===== src/rtl/tshare_gpio_pkg.sv =====
package tshare_gpio_pkg;

    localparam int unsigned OFS_W = 2;

    typedef enum logic [OFS_W-1:0] {
        OFS_LATCH  = 2'd0,
        OFS_LEVELS = 2'd1,
        OFS_DIR    = 2'd2,
        OFS_VOID   = 2'd3
    } reg_ofs_e;

    typedef struct packed {
        logic level;
        logic enable;
    } pin_drive_t;

    function automatic pin_drive_t pick_drive(
        input logic owned,
        input logic tmr_level,
        input logic latch_bit,
        input logic dir_bit
    );
        pin_drive_t d;
        if (owned) begin
            d.level  = tmr_level;
            d.enable = 1'b1;
        end else begin
            d.level  = latch_bit;
            d.enable = dir_bit;
        end
        return d;
    endfunction

endpackage


===== src/rtl/tshare_gpio_sync.sv =====
module tshare_gpio_sync #(
    parameter int unsigned WIDTH  = 8,
    parameter int unsigned STAGES = 2
) (
    input  logic             clk,
    input  logic [WIDTH-1:0] async_in,
    output logic [WIDTH-1:0] sync_out
);
    logic [WIDTH-1:0] chain [STAGES];

    always_ff @(posedge clk) begin
        chain[0] <= async_in;
    end

    for (genvar s = 1; s < STAGES; s++) begin : g_stage
        always_ff @(posedge clk) begin
            chain[s] <= chain[s-1];
        end
    end

    assign sync_out = chain[STAGES-1];
endmodule


===== src/rtl/tshare_gpio_regs.sv =====
module tshare_gpio_regs
    import tshare_gpio_pkg::*;
#(
    parameter int unsigned WIDTH = 8
) (
    input  logic             clk,
    input  logic             rst,
    input  logic             we,
    input  logic [OFS_W-1:0] addr,
    input  logic [WIDTH-1:0] wdata,
    input  logic [WIDTH-1:0] pin_sync,
    output logic [WIDTH-1:0] rdata,
    output logic [WIDTH-1:0] latch_q,
    output logic [WIDTH-1:0] dir_q
);
    reg_ofs_e ofs;
    assign ofs = reg_ofs_e'(addr);

    always_ff @(posedge clk) begin
        if (rst) begin
            latch_q <= '0;
            dir_q   <= '0;
        end else if (we) begin
            unique case (ofs)
                OFS_LATCH: latch_q <= wdata;
                OFS_DIR:   dir_q   <= wdata;
                default:   ;
            endcase
        end
    end

    always_comb begin
        unique case (ofs)
            OFS_LATCH:  rdata = (dir_q & latch_q) | (~dir_q & pin_sync);
            OFS_LEVELS: rdata = pin_sync;
            OFS_DIR:    rdata = dir_q;
            default:    rdata = '0;
        endcase
    end

    // both registers come out of reset cleared
    a_r1_regs_cleared: assert property (@(posedge clk)
        $fell(rst) |-> (latch_q == '0 && dir_q == '0));

    // a write to the latch offset lands in the latch
    a_r2_latch_write: assert property (@(posedge clk) disable iff (rst)
        (we && addr == OFS_LATCH) |=> latch_q == $past(wdata));

    // a write to the direction offset lands in the mask
    a_r5_dir_write: assert property (@(posedge clk) disable iff (rst)
        (we && addr == OFS_DIR) |=> dir_q == $past(wdata));

    // writes to the level view leave both registers unchanged
    a_r4_levels_readonly: assert property (@(posedge clk) disable iff (rst)
        (we && addr == OFS_LEVELS) |=> (latch_q == $past(latch_q) && dir_q == $past(dir_q)));
endmodule


===== src/rtl/tshare_gpio_pinmux.sv =====
module tshare_gpio_pinmux
    import tshare_gpio_pkg::*;
#(
    parameter int unsigned TIMERS   = 2,
    parameter int unsigned CHANNELS = 4,
    localparam int unsigned PINS    = TIMERS * CHANNELS
) (
    input  logic              rst,
    input  logic [TIMERS-1:0] tmr_en,
    input  logic [PINS-1:0]   oc_sel,
    input  logic [PINS-1:0]   oc_val,
    input  logic [PINS-1:0]   latch_q,
    input  logic [PINS-1:0]   dir_q,
    output logic [PINS-1:0]   pin_out,
    output logic [PINS-1:0]   pin_oe
);
    for (genvar p = 0; p < PINS; p++) begin : g_pin
        localparam int unsigned OWNER = p / CHANNELS;
        logic       owned;
        pin_drive_t drv;

        assign owned      = tmr_en[OWNER] & oc_sel[p];
        assign drv        = pick_drive(owned, oc_val[p], latch_q[p], dir_q[p]);
        assign pin_out[p] = drv.level;
        assign pin_oe[p]  = drv.enable & ~rst;
    end
endmodule


===== src/rtl/tshare_gpio_port.sv =====
module tshare_gpio_port
    import tshare_gpio_pkg::*;
#(
    parameter int unsigned TIMERS    = 2,
    parameter int unsigned CHANNELS  = 4,
    parameter int unsigned SYNC_DEPTH = 2
) (
    input  logic                         clk,
    input  logic                         rst,
    input  logic [TIMERS*CHANNELS-1:0]   pin_in,
    input  logic                         bus_we,
    input  logic [OFS_W-1:0]             bus_addr,
    input  logic [TIMERS*CHANNELS-1:0]   bus_wdata,
    output logic [TIMERS*CHANNELS-1:0]   bus_rdata,
    input  logic [TIMERS-1:0]            tmr_en,
    input  logic [TIMERS*CHANNELS-1:0]   tmr_oc_sel,
    input  logic [TIMERS*CHANNELS-1:0]   tmr_oc_val,
    output logic [TIMERS*CHANNELS-1:0]   pin_out,
    output logic [TIMERS*CHANNELS-1:0]   pin_oe
);
    localparam int unsigned PINS = TIMERS * CHANNELS;

    logic [PINS-1:0] pin_sync;
    logic [PINS-1:0] latch_q;
    logic [PINS-1:0] dir_q;

    tshare_gpio_sync #(.WIDTH(PINS), .STAGES(SYNC_DEPTH)) u_sync (
        .clk      (clk),
        .async_in (pin_in),
        .sync_out (pin_sync)
    );

    tshare_gpio_regs #(.WIDTH(PINS)) u_regs (
        .clk      (clk),
        .rst      (rst),
        .we       (bus_we),
        .addr     (bus_addr),
        .wdata    (bus_wdata),
        .pin_sync (pin_sync),
        .rdata    (bus_rdata),
        .latch_q  (latch_q),
        .dir_q    (dir_q)
    );

    tshare_gpio_pinmux #(.TIMERS(TIMERS), .CHANNELS(CHANNELS)) u_mux (
        .rst     (rst),
        .tmr_en  (tmr_en),
        .oc_sel  (tmr_oc_sel),
        .oc_val  (tmr_oc_val),
        .latch_q (latch_q),
        .dir_q   (dir_q),
        .pin_out (pin_out),
        .pin_oe  (pin_oe)
    );

    // no pin is driven while reset is held
    always_comb begin
        if (rst) begin
            a_r1_oe_quiet: assert (pin_oe == '0);
        end
    end

    for (genvar p = 0; p < PINS; p++) begin : g_chk
        localparam int unsigned OWNER = p / CHANNELS;

        // an enabled output-compare channel drives its pin
        a_r7_r8_timer_drive: assert property (@(posedge clk) disable iff (rst)
            (tmr_en[OWNER] && tmr_oc_sel[p]) |-> (pin_oe[p] && pin_out[p] == tmr_oc_val[p]));

        // pins that no timer owns follow the latch and direction mask
        a_r6_r9_gpio_drive: assert property (@(posedge clk) disable iff (rst)
            !(tmr_en[OWNER] && tmr_oc_sel[p]) |-> (pin_oe[p] == dir_q[p] && pin_out[p] == latch_q[p]));
    end
endmodule


===== config.mk =====
export PLATFORM = sky130hd
export DESIGN_NAME = tshare_gpio_port
export DESIGN_NICKNAME = d
export VERILOG_FILES = /design/src/rtl/tshare_gpio_pkg.sv /design/src/rtl/tshare_gpio_sync.sv /design/src/rtl/tshare_gpio_regs.sv /design/src/rtl/tshare_gpio_pinmux.sv /design/src/rtl/tshare_gpio_port.sv
export SDC_FILE = /design/constraint.sdc
export NUM_CORES = 1
export LEC_CHECK = 0
export BUFFER_PORTS_ARGS = -buffer_cell sky130_fd_sc_hd__buf_2
export CORE_MARGIN = 8
export CORE_UTILIZATION = 46
export DETAILED_ROUTE_END_ITERATION = 12
export GPL_TIMING_DRIVEN = 0
export MAX_ROUTING_LAYER = met4
export PLACE_DENSITY = 0.89
export SYNTH_ARGS = -nofsm -noshare
export SYNTH_HDL_FRONTEND = slang
export SYNTH_SLANG_ARGS = --single-unit

===== constraint.sdc =====
create_clock -name clk -period 0.8 [get_ports clk]
set_input_delay 0.08 -clock clk [delete_from_list [all_inputs] [get_ports clk]]
set_output_delay 0.08 -clock clk [all_outputs]
set_load 0.01 [all_outputs]

Word level (Yosys, flattened, before mapping)

Memory sizes are Yosys's and may differ from the RTL's.
Index checks and enable logic that the tools add are counted.
Widths: inputs -> output; s select.

Reduce and logical (&&, ||, !) cells: 3
Bitwise logic cells: 21
Multiplexer cells: 9
Equal/unequal tests: 2

Operators with widths:

| cell               | number |
|---|---|
| $pmux 8 s3         | 1 |
| $and 1x1->1        | 16 |
| $and 8x8->8        | 2 |
| $mux 2             | 8 |
| $not 8->8          | 1 |
| $or 8x8->8         | 1 |
| $reduce_and 2->1   | 2 |
| $eq 2x1->1 const B | 1 |
| $eq 2x2->1 const B | 1 |
| $logic_not 2->1    | 1 |
| $not 1->1          | 1 |

Bits in registers: 16
Memory bits (writable): 16
Bits of input ports: 39
Word-level logic and storage cells: 38
Memories kept: 1
Output and inout port bits: 24

Memories:

| name         | words | width | rd ports | clocked after Yosys merged registers in | wr ports | RTL line              | text |
|---|---|---|---|---|---|---|---|
| u_sync.chain | 2     | 8     | 2        | 0                                       | 2        | tshare_gpio_sync.sv:9 | `logic [WIDTH-1:0] chain [STAGES];` |

Depth between registers and ports, before layout

Gate-level depths: netlist (run 1).

Word-level depth: 4
Mapped depth: 4
Mapped depth without buffers: 2

Hierarchy

Synthesis (run 1) repeated with hierarchy kept, for this count alone.

Cell total of the unflattened synthesis: 158
Area, all modules: 1542.7 sq um

Modules (own cells, without submodules):

| module             | instances | area each (sq um) | cells an instance | seq. area each (sq um) |
|---|---|---|---|---|
| tshare_gpio_regs   | 1         | 915.9             | 99                | 320.3 |
| tshare_gpio_sync   | 1         | 380.4             | 24                | 320.3 |
| tshare_gpio_pinmux | 1         | 246.5             | 35                | 0.0 |

Least setup slack after synthesis (run 1)

OpenSTA, ideal clock, no wires.

Kind: input to output
Start point: input bus_addr[1]
End point: output bus_rdata[4]
Arrival: 0.701 ns
Path buffers: 2
Cell stages on the path: 4
Setup slack: 0.019 ns
Required time: 0.720 ns
Cells stage by stage: buf_6 -> buf_2 -> nand2b_1 -> mux2i_1

Word-level cells in the longest chain between the ends: 2
Elaborated cells on any way between the ends: 4
Classes of those cells: eq/ne (2); mux (1); reduce/logical (1)

Ends and longest elaborated chain:

| what                                     | RTL line               | text |
|---|---|---|
| start, declared                          | tshare_gpio_port.sv:12 | `input logic [OFS_W-1:0] bus_addr,` |
| $eq 2x2->1, or another cell as far along | tshare_gpio_regs.sv:33 | `unique case (ofs)` |
| $pmux 8 s3 *                             | tshare_gpio_regs.sv:33 |  |
| end, declared                            | tshare_gpio_port.sv:14 | `output logic [TIMERS*CHANNELS-1:0] bus_rdata,` |

Every way passes the cells marked *; elsewhere a longest branch is shown, timed or not.

Worst setup path after layout (run 1)

Start point: register u_regs.dir_q[1]
End point: output bus_rdata[1]

Word-level cells in the longest chain between the ends: 4
Elaborated cells on any way between the ends: 5
Classes of those cells: mux (1); bitwise (4)

Ends and longest elaborated chain:

| what                   | RTL line               | text |
|---|---|---|
| start, declared        | tshare_gpio_regs.sv:14 | `output logic [WIDTH-1:0] dir_q` |
| start signal, assigned | tshare_gpio_regs.sv:26 | `OFS_DIR: dir_q <= wdata;` |
| $not 8->8              | tshare_gpio_regs.sv:34 | `OFS_LATCH: rdata = (dir_q & latch_q) \| (~dir_q & pin_sync);` |
| $and 8x8->8            | tshare_gpio_regs.sv:34 |  |
| $or 8x8->8             | tshare_gpio_regs.sv:34 |  |
| $pmux 8 s3 *           | tshare_gpio_regs.sv:33 |  |

Marks and branches as above.

==> impl_metrics.ini, run 1 <==
[outcome]
status = complete, but fails checks
violations = setup timing

[floorplanning]
row_count = 20
die_w_um = 71.8
design.portCount = 63
core_area_um2 = 3000
start_util = 0.477
die_height_um = 71.8
die_area_um2 = 5150

[setup_path]
cp-start-kind = flip-flop
crit_chain = nand2b_1 -> mux2i_1 -> buf_2
crit_family = flip-flops
cp-end-kind = output port
cpMaxStageDelayCell = dfxtp_2
cp_slowest_stage_delay_ps = 330
crit_type = reg2out
reg2reg_to = u_regs.latch_q[1]
reg2reg_slack_ps = 90
worst-path-buf-inv = 1
reg2reg_from = u_regs.latch_q[1]
reg2reg_depth = 3
crit_path_max_fanout = 2
critical_path_arrival_ps = 1120
crit_required_ps = 720

[cells_and_area]
final_area_um2 = 2100
area_delta_synth_final_pct = 46.6
utilization = 0.699
layout.cells.non_filler = 260
final_nets = 265
layout-drive-gt1-share = 0.485
nFillCells = 242
n_antenna_cell = 0

[placement]
io_buffers = 59
gp_congestion = 0.743
dpl.cell_count = 239
placed_cell_area_um2 = 1770
dp_hpwl_um = 2610
dp_slack_ps = -139

[clock_network]
clk_latency_ps = 330
cts_max_level = 2
clock_sinks = 32
ctsLongestPathBuffers = 2
clockRootBuffer = clkbuf_4
numCtsBuffers = 5
cts_tree = done
clk_pin_slew_ps = 110

[sta]
slew_viol_final = 0
rsz0062_at_grt = yes
timing.fmax_mhz = 831
max_slew_margin = 0.674
setup_violations = 24
timing.setup.tns_ps = -7950
tightest_slew_ps = 489
final.min_clock_period_ps = 1200
fin_crit_sh = 1.50
setup_ws_ps = -403
hold_violations = 0
fin_skew_ps = 0.395

[detailed_routing]
drtPass1Iterations = 4
vias = 1291
wirelength_um = 3910
drt-initial-drc-count = 38
routedWlPerCell_um = 15.0
drc_errors = 0
ant_nets = 0
via_per_inst = 4.97

[power_and_ir_drop]
peakVddDrop_mv = 1.42
p_per_area_nw_per_um2 = 1680
power_leakage_nw = 1.06

[global_route]
overflow = 0
grt_use_total = 0.164
grt_pass1_vias = 1366
antenna_found_initial = 0
grt_max_degree = 12
grt_pass1_wl_um = 6460

[logic_synthesis]
synthTopCellsByArea = dfxtp_1, nand2b_1, mux2i_1
synth_top_area_frac = 0.448
yosysSeqAreaShare = 0.448
syn-mean-instance-area_um2 = 9.74
yosys_warnings = 0
synth-seq-cells = 32
synth_nets = 186
yosys.area.top_type = dfxtp_1
netlist_instances = 147
yosysUniqueCellTypes = 13
synth_area_um2 = 1430

[min_path]
hold_depth = 3
hold_path_end = u_regs.dir_q[5]
worstHoldStart = bus_wdata[5]
hold_class = in2reg

[job]
drv_cap = 0
[report_power, final]
group / leakage, nW / switching, mW / internal [mW]
Sequential: 0.272 / 0.0336 / 1.67
Clock: 0.0412 / 0.557 / 0.651
Combinational: 0.745 / 0.267 / 0.342
[cell usage after synthesis (all sizes together)]
cell    count
nand2b     40
dfxtp      32
mux2i      24
nor2       16
a21oi       8
mux2        8
nand2       8
buf         6
clkbuf      3
nand3b      1
nor3b       1
[kinds of logic (layout without fill, tap and decap cells)]
family                 count (synthesis)  after routing  share of synthesized area
flip-flops                            32             32                      0.448
multiplexers                          32             32                      0.231
buffers and inverters                  9             89                     0.0420
AND/OR/NAND/NOR                       66             66                      0.252
AO/OA/AOI/OAI                          8              8                     0.0280
[worst max path at each step]
stage / start / to / slack [ps] / cells past startpoint
floorplan: bus_addr[1] / bus_rdata[4] / 20 / 4
global placement: rst / u_regs.latch_q[5] / -140 / 4
detailed placement: rst / u_regs.latch_q[6] / -140 / 4
CTS: u_regs.dir_q[1] / bus_rdata[1] / -420 / 3
global route: u_regs.dir_q[1] / bus_rdata[1] / -460 / 3
finish: u_regs.dir_q[1] / bus_rdata[1] / -400 / 3
[flip-flops by register name, indices dropped and copies added (netlist names)]
register,flops
u_regs.latch_q,8
u_sync.chain,16
u_regs.dir_q,8
[layer usage]
metal | track usage | part of all wire | vias to the layer above
li1 | - | - | 639
met1 | 0.165 | 0.43 | 590
met2 | 0.274 | 0.47 | 50
met3 | 0.0725 | 0.076 | 12
met4 | 0.0590 | 0.024 | 0
met5 | - | 0 | -
[cells in the final DEF, fill, tap and decap left out, drive strengths merged]
master        n
nand2         8
a21oi         8
clkinv        1
bufinv        1
nand2b       40
clkinvlp      1
nor2         16
dfxtp        32
clkbuf        8
nor3b         1
mux2i        24
mux2          8
buf          69
nand3b        1
dlygate4sd3   9
[repair_timing]
| action | 4_1_cts | 5_1_grt |
|---|---|---|
| hold endpoints to repair | 9 | 0 |
| setup buffers | 3 | 1 |
| setup endpoints to repair | 24 | 24 |
| gates resized for setup | 40 | 0 |
| hold buffers | 9 | 0 |
[layout make-up]
cell class,count,area (um^2),area share
plain buffers,9,60.1,0.0286
clock buffers,5,37.5,0.0179
clock inverters,3,42.5,0.0203
multi-input cells,106,791,0.377
flip-flops and latches,32,661,0.315
well taps,33,41.3,0.0197
repair buffers,72,465,0.222
[tightest hold or removal path, stage by stage]
cell	delay, ps
buf_2	100
nand2b_1	80
mux2i_1	60
[through the flow]
stage / hold slack, ps / power [mW]
CTS: 5.87 / 3.54
floorplan: 108 / 2.00
global route: 10.5 / 3.68
global placement: 182 / 2.20
finish: 13.2 / 3.52
detailed placement: 184 / 2.22
(Power assumes the default switching activity.)
==> inputs of run 2 (changes only) <==
- REMOVE_ABC_BUFFERS: default -> 1
==> impl_metrics.ini, run 2 (synthesis results as in run 1) <==
[outcome]
status = complete, but fails checks
violations = setup timing

[setup_path]
cp-end-kind = output port
reg2reg_depth = 3
crit_chain = nand2b_1 -> mux2i_1 -> buf_2
cp_slowest_stage_delay_ps = 350
crit_path_max_fanout = 3
cpMaxStageDelayCell = dfxtp_2
critical_path_arrival_ps = 1100
crit_required_ps = 720
reg2reg_from = u_regs.latch_q[4]
reg2reg_to = u_regs.latch_q[4]
cp-start-kind = flip-flop
reg2reg_slack_ps = 110
crit_type = reg2out

[global_route]
grt_pass1_vias = 1406
grt_max_degree = 33
grt_use_total = 0.165
antenna_found_initial = 0
overflow = 0
grt_pass1_wl_um = 6450

[floorplanning]
core_area_um2 = 3000
row_count = 20
die_area_um2 = 5150
die_w_um = 71.8
start_util = 0.477
die_height_um = 71.8
design.portCount = 63

[clock_network]
cts_tree = done
clk_latency_ps = 330
numCtsBuffers = 5
clock_sinks = 32
cts_max_level = 2
clk_pin_slew_ps = 100
clockRootBuffer = clkbuf_4
ctsLongestPathBuffers = 2

[cells_and_area]
n_antenna_cell = 0
seq_area_um2 = 661
utilization = 0.683
final_nets = 261
reg.largest.list = u_sync.chain x16, u_regs.dir_q x8, u_regs.latch_q x8
largest_reg_flops = 16
area_delta_synth_final_pct = 43.3
final_common_cell = buf_2
layout-drive-gt1-share = 0.484
layout_common_cells = buf_2, nand2b_1, mux2i_1
multi_input_area_um2 = 797
largest_register = u_sync.chain
nFillCells = 237

[power_and_ir_drop]
peakVddDrop_mv = 1.11
power_leakage_nw = 1.04
p_per_area_nw_per_um2 = 1590

[detailed_routing]
drtPass1Iterations = 4
ant_nets = 0
drt-initial-drc-count = 47
via_per_inst = 5.01
wirelength_um = 3880
vias = 1282
drc_errors = 0
routedWlPerCell_um = 15.2

[sta]
hold_violations = 0
fin_crit_sh = 1.48
timing.setup.tns_ps = -7430
fin_skew_ps = 4.53
final.min_clock_period_ps = 1180
rsz0062_at_grt = yes
setup_violations = 24
tightest_slew_ps = 447
max_slew_margin = 0.702
slew_viol_final = 0
hold_slack_ps = 22.3
timing.fmax_mhz = 847
setup_ws_ps = -380

[placement]
io_buffers = 62
gp_congestion = 0.724
dp_hpwl_um = 2460

[min_path]
hold_path_end = u_regs.dir_q[4]
hold_class = in2reg
worstHoldStart = bus_wdata[4]
hold_depth = 3

[job]
drv_cap = 0
run 2: cell type report:
cell class,instances,area share
multi-input cells,106,0.389
flip-flops and latches,32,0.322
repair buffers,77,0.240
clock buffers,8,0.0287
well taps,33,0.0201
run 2: critical path: cells and delay by family, from the launching register on:
kind                   cells  cell delay (ps)
buffers and inverters      1              150
AND/OR/NAND/NOR            1               80
flip-flops                 1              350
multiplexers               1              180
run 2: worst max-delay path by stage:
stage	startpoint	to	slack (ps)	cells past startpoint
after floorplan	bus_addr[1]	u_regs.latch_q[0]	-130	2
after global placement	bus_addr[1]	u_regs.latch_q[7]	-630	3
after detailed placement	bus_addr[1]	u_regs.latch_q[6]	-670	3
after CTS	u_regs.dir_q[4]	bus_rdata[4]	-400	3
after global routing	u_regs.dir_q[0]	bus_rdata[0]	-470	3
final	u_regs.dir_q[4]	bus_rdata[4]	-380	3
run 2: power breakdown:
part | total (mW) | switching [mW] | internal (mW) | leakage [nW]
registers | 1.70 | 0.0356 | 1.67 | 0.272
clock network | 0.971 | 0.537 | 0.434 | 0.0326
logic | 0.595 | 0.262 | 0.333 | 0.736
run 2: repair_timing:
action	in CTS	in global routing
hold endpoints to repair	8	0
pin swaps	2	0
setup endpoints to repair	40	24
setup buffers	7	0
hold buffers	8	0
gates resized for setup	39	2
run 2: metrics by stage:
step	std cells	cell area, um^2	setup slack, ps	power [mW]
after global placement	233	1720	-632	2.18
after floorplan	138	1370	-126	1.96
after global routing	256	2050	-474	3.42
after detailed placement	233	1720	-666	2.20
final	256	2050	-380	3.27
after CTS	256	2040	-398	3.29
run 2: routing by layer:
| metal | part of all wire | global-route usage | vias to the layer above | wire, um |
|---|---|---|---|---|
| li1 | - | - | 630 | - |
| met1 | 0.41 | 0.164 | 604 | 1610 |
| met2 | 0.51 | 0.286 | 36 | 1990 |
| met3 | 0.044 | 0.0460 | 12 | 172 |
| met4 | 0.028 | 0.0884 | 0 | 110 |
| met5 | 0 | - | - | 0 |
==> inputs of run 3 (changes only) <==
- REMOVE_ABC_BUFFERS: 1 -> default
- clock period: 0.8 -> 1.1 ns (I/O delays scaled with it)
==> impl_metrics.ini, run 3 (synthesis results as in run 1) <==
[sta]
fin_skew_ps = 0.396
final.min_clock_period_ps = 1240
max_slew_margin = 0.675
tightest_slew_ps = 487
setup_ws_ps = -136
hold_violations = 0
hold_slack_ps = 33.2
slew_viol_final = 0
setup_violations = 19
timing.fmax_mhz = 809
fin_crit_sh = 1.12
rsz0062_at_grt = yes

[setup_path]
crit_required_ps = 990
cp-end-kind = output port
worst-path-buf-inv = 1
cp-start-kind = flip-flop
crit_path_max_fanout = 2
cp_slowest_stage_delay_ps = 330
crit_chain = nand2b_1 -> mux2i_1 -> buf_2
critical_path_arrival_ps = 1130
crit_family = flip-flops
cpMaxStageDelayCell = dfxtp_2
crit_type = reg2out
reg2reg_from = u_regs.latch_q[1]
reg2reg_slack_ps = 390
reg2reg_depth = 3
reg2reg_to = u_regs.latch_q[1]

[floorplanning]
die_height_um = 71.8
row_count = 20
die_area_um2 = 5150
design.portCount = 63
start_util = 0.477
die_w_um = 71.8
core_area_um2 = 3000

[global_route]
overflow = 0
grt_pass1_vias = 1367
grt_max_degree = 12
grt_use_total = 0.163
antenna_found_initial = 0
grt_pass1_wl_um = 6430

[clock_network]
clk_pin_slew_ps = 110
numCtsBuffers = 5
clk_latency_ps = 330
clock_sinks = 32
ctsLongestPathBuffers = 2
cts_max_level = 2
cts_tree = done
clockRootBuffer = clkbuf_4

[cells_and_area]
final_nets = 264
multi_input_area_um2 = 791
largest_register = u_sync.chain
final_common_cell = buf_2
final_area_um2 = 2090
seq_area_um2 = 661
layout-drive-gt1-share = 0.487
layout_common_cells = buf_2, nand2b_1, mux2i_1
reg.largest.list = u_sync.chain x16, u_regs.dir_q x8, u_regs.latch_q x8
n_antenna_cell = 0
largest_reg_flops = 16
nFillCells = 244
area_delta_synth_final_pct = 45.9

[power_and_ir_drop]
internal-power_mw = 1.93
switching_share = 0.244
finalPower_mw = 2.56
switchingPower_uw = 625
pwr-share-clk = 0.344
p_seq_frac = 0.484
p_per_area_nw_per_um2 = 1220
combPwrFrac = 0.172
peakVddDrop_mv = 1.03
power_leakage_nw = 1.05

[detailed_routing]
drt-initial-drc-count = 33
drtPass1Iterations = 4
wirelength_um = 3920
via_per_inst = 4.99
ant_nets = 0
drc_errors = 0
vias = 1293
routedWlPerCell_um = 15.1

[job]
drv_cap = 0

[placement]
dp_hpwl_um = 2610
io_buffers = 59
gp_congestion = 0.743
placed_cell_area_um2 = 1770

[min_path]
hold_path_end = u_regs.dir_q[7]
worstHoldStart = bus_wdata[7]
hold_depth = 3
hold_class = in2reg

[outcome]
status = complete, but fails checks
violations = setup timing
-- run 3: changes by cell type in the layout (fill, tap and decap cells not counted), sizes merged --
cell / delta
bufinv: +1
clkinv: +1
clkinvlp: +1
-- run 3: through the flow --
step	setup TNS, ps	util	setup WS [ps]	cells
finish	-1570	0.695	-136	259
global route	-2850	0.695	-185	259
CTS	-1700	0.693	-153	258
detailed placement	0	0.589	124	239
global placement	0	0.589	112	239
floorplan	0	-	259	147
-- run 3: layer usage --
layer / GRT usage / wire (um) / vias to the layer above / part of all wire
met5: - / 0 / - / 0
met4: 0.0590 / 95 / 0 / 0.024
met3: 0.0711 / 306 / 10 / 0.078
met2: 0.274 / 1850 / 55 / 0.47
met1: 0.165 / 1660 / 592 / 0.42
li1: - / - / 636 / -
-- run 3: how the worst max path moves through the flow --
stage | from | to | slack (ps) | cells past startpoint
floorplan | bus_addr[1] | bus_rdata[4] | 260 | 4
finish | u_regs.dir_q[1] | bus_rdata[1] | -140 | 3
CTS | u_regs.dir_q[1] | bus_rdata[1] | -150 | 3
global route | u_regs.dir_q[1] | bus_rdata[1] | -190 | 3
global placement | rst | pin_oe[4] | 110 | 4
detailed placement | rst | pin_oe[7] | 120 | 4
-- run 3: final cells by class --
type | instances | share of cell area
Tap cell | 33 | 0.0198
Timing Repair Buffer | 71 | 0.218
Multi-Input combinational cell | 106 | 0.379
Buffer | 9 | 0.0288
Clock buffer | 5 | 0.0180
Clock inverter | 3 | 0.0204
Sequential cell | 32 | 0.316
-- run 3: power by group through the flow --
stage / registers, mW / clock network (mW) / logic, mW
2_1_floorplan: 1.25 / 0 / 0.203
3_3_place_gp: 1.26 / 0 / 0.344
3_5_place_dp: 1.26 / 0 / 0.352
4_1_cts: 1.24 / 0.902 / 0.435
5_1_grt: 1.24 / 0.953 / 0.476
6_report: 1.24 / 0.880 / 0.440
-- run 3: tightest hold or removal path, cell delays in order --
cell and delay, ps:
buf_2 100, nand2b_1 70, mux2i_1 60
-- run 3: what timing repair did --
action / in CTS / in global routing
resized for setup: 40 / 0
setup endpoints to repair: 24 / 24
setup buffers: 3 / 1
endpoints found under the hold margin: 8 / 0
hold buffers: 8 / 0
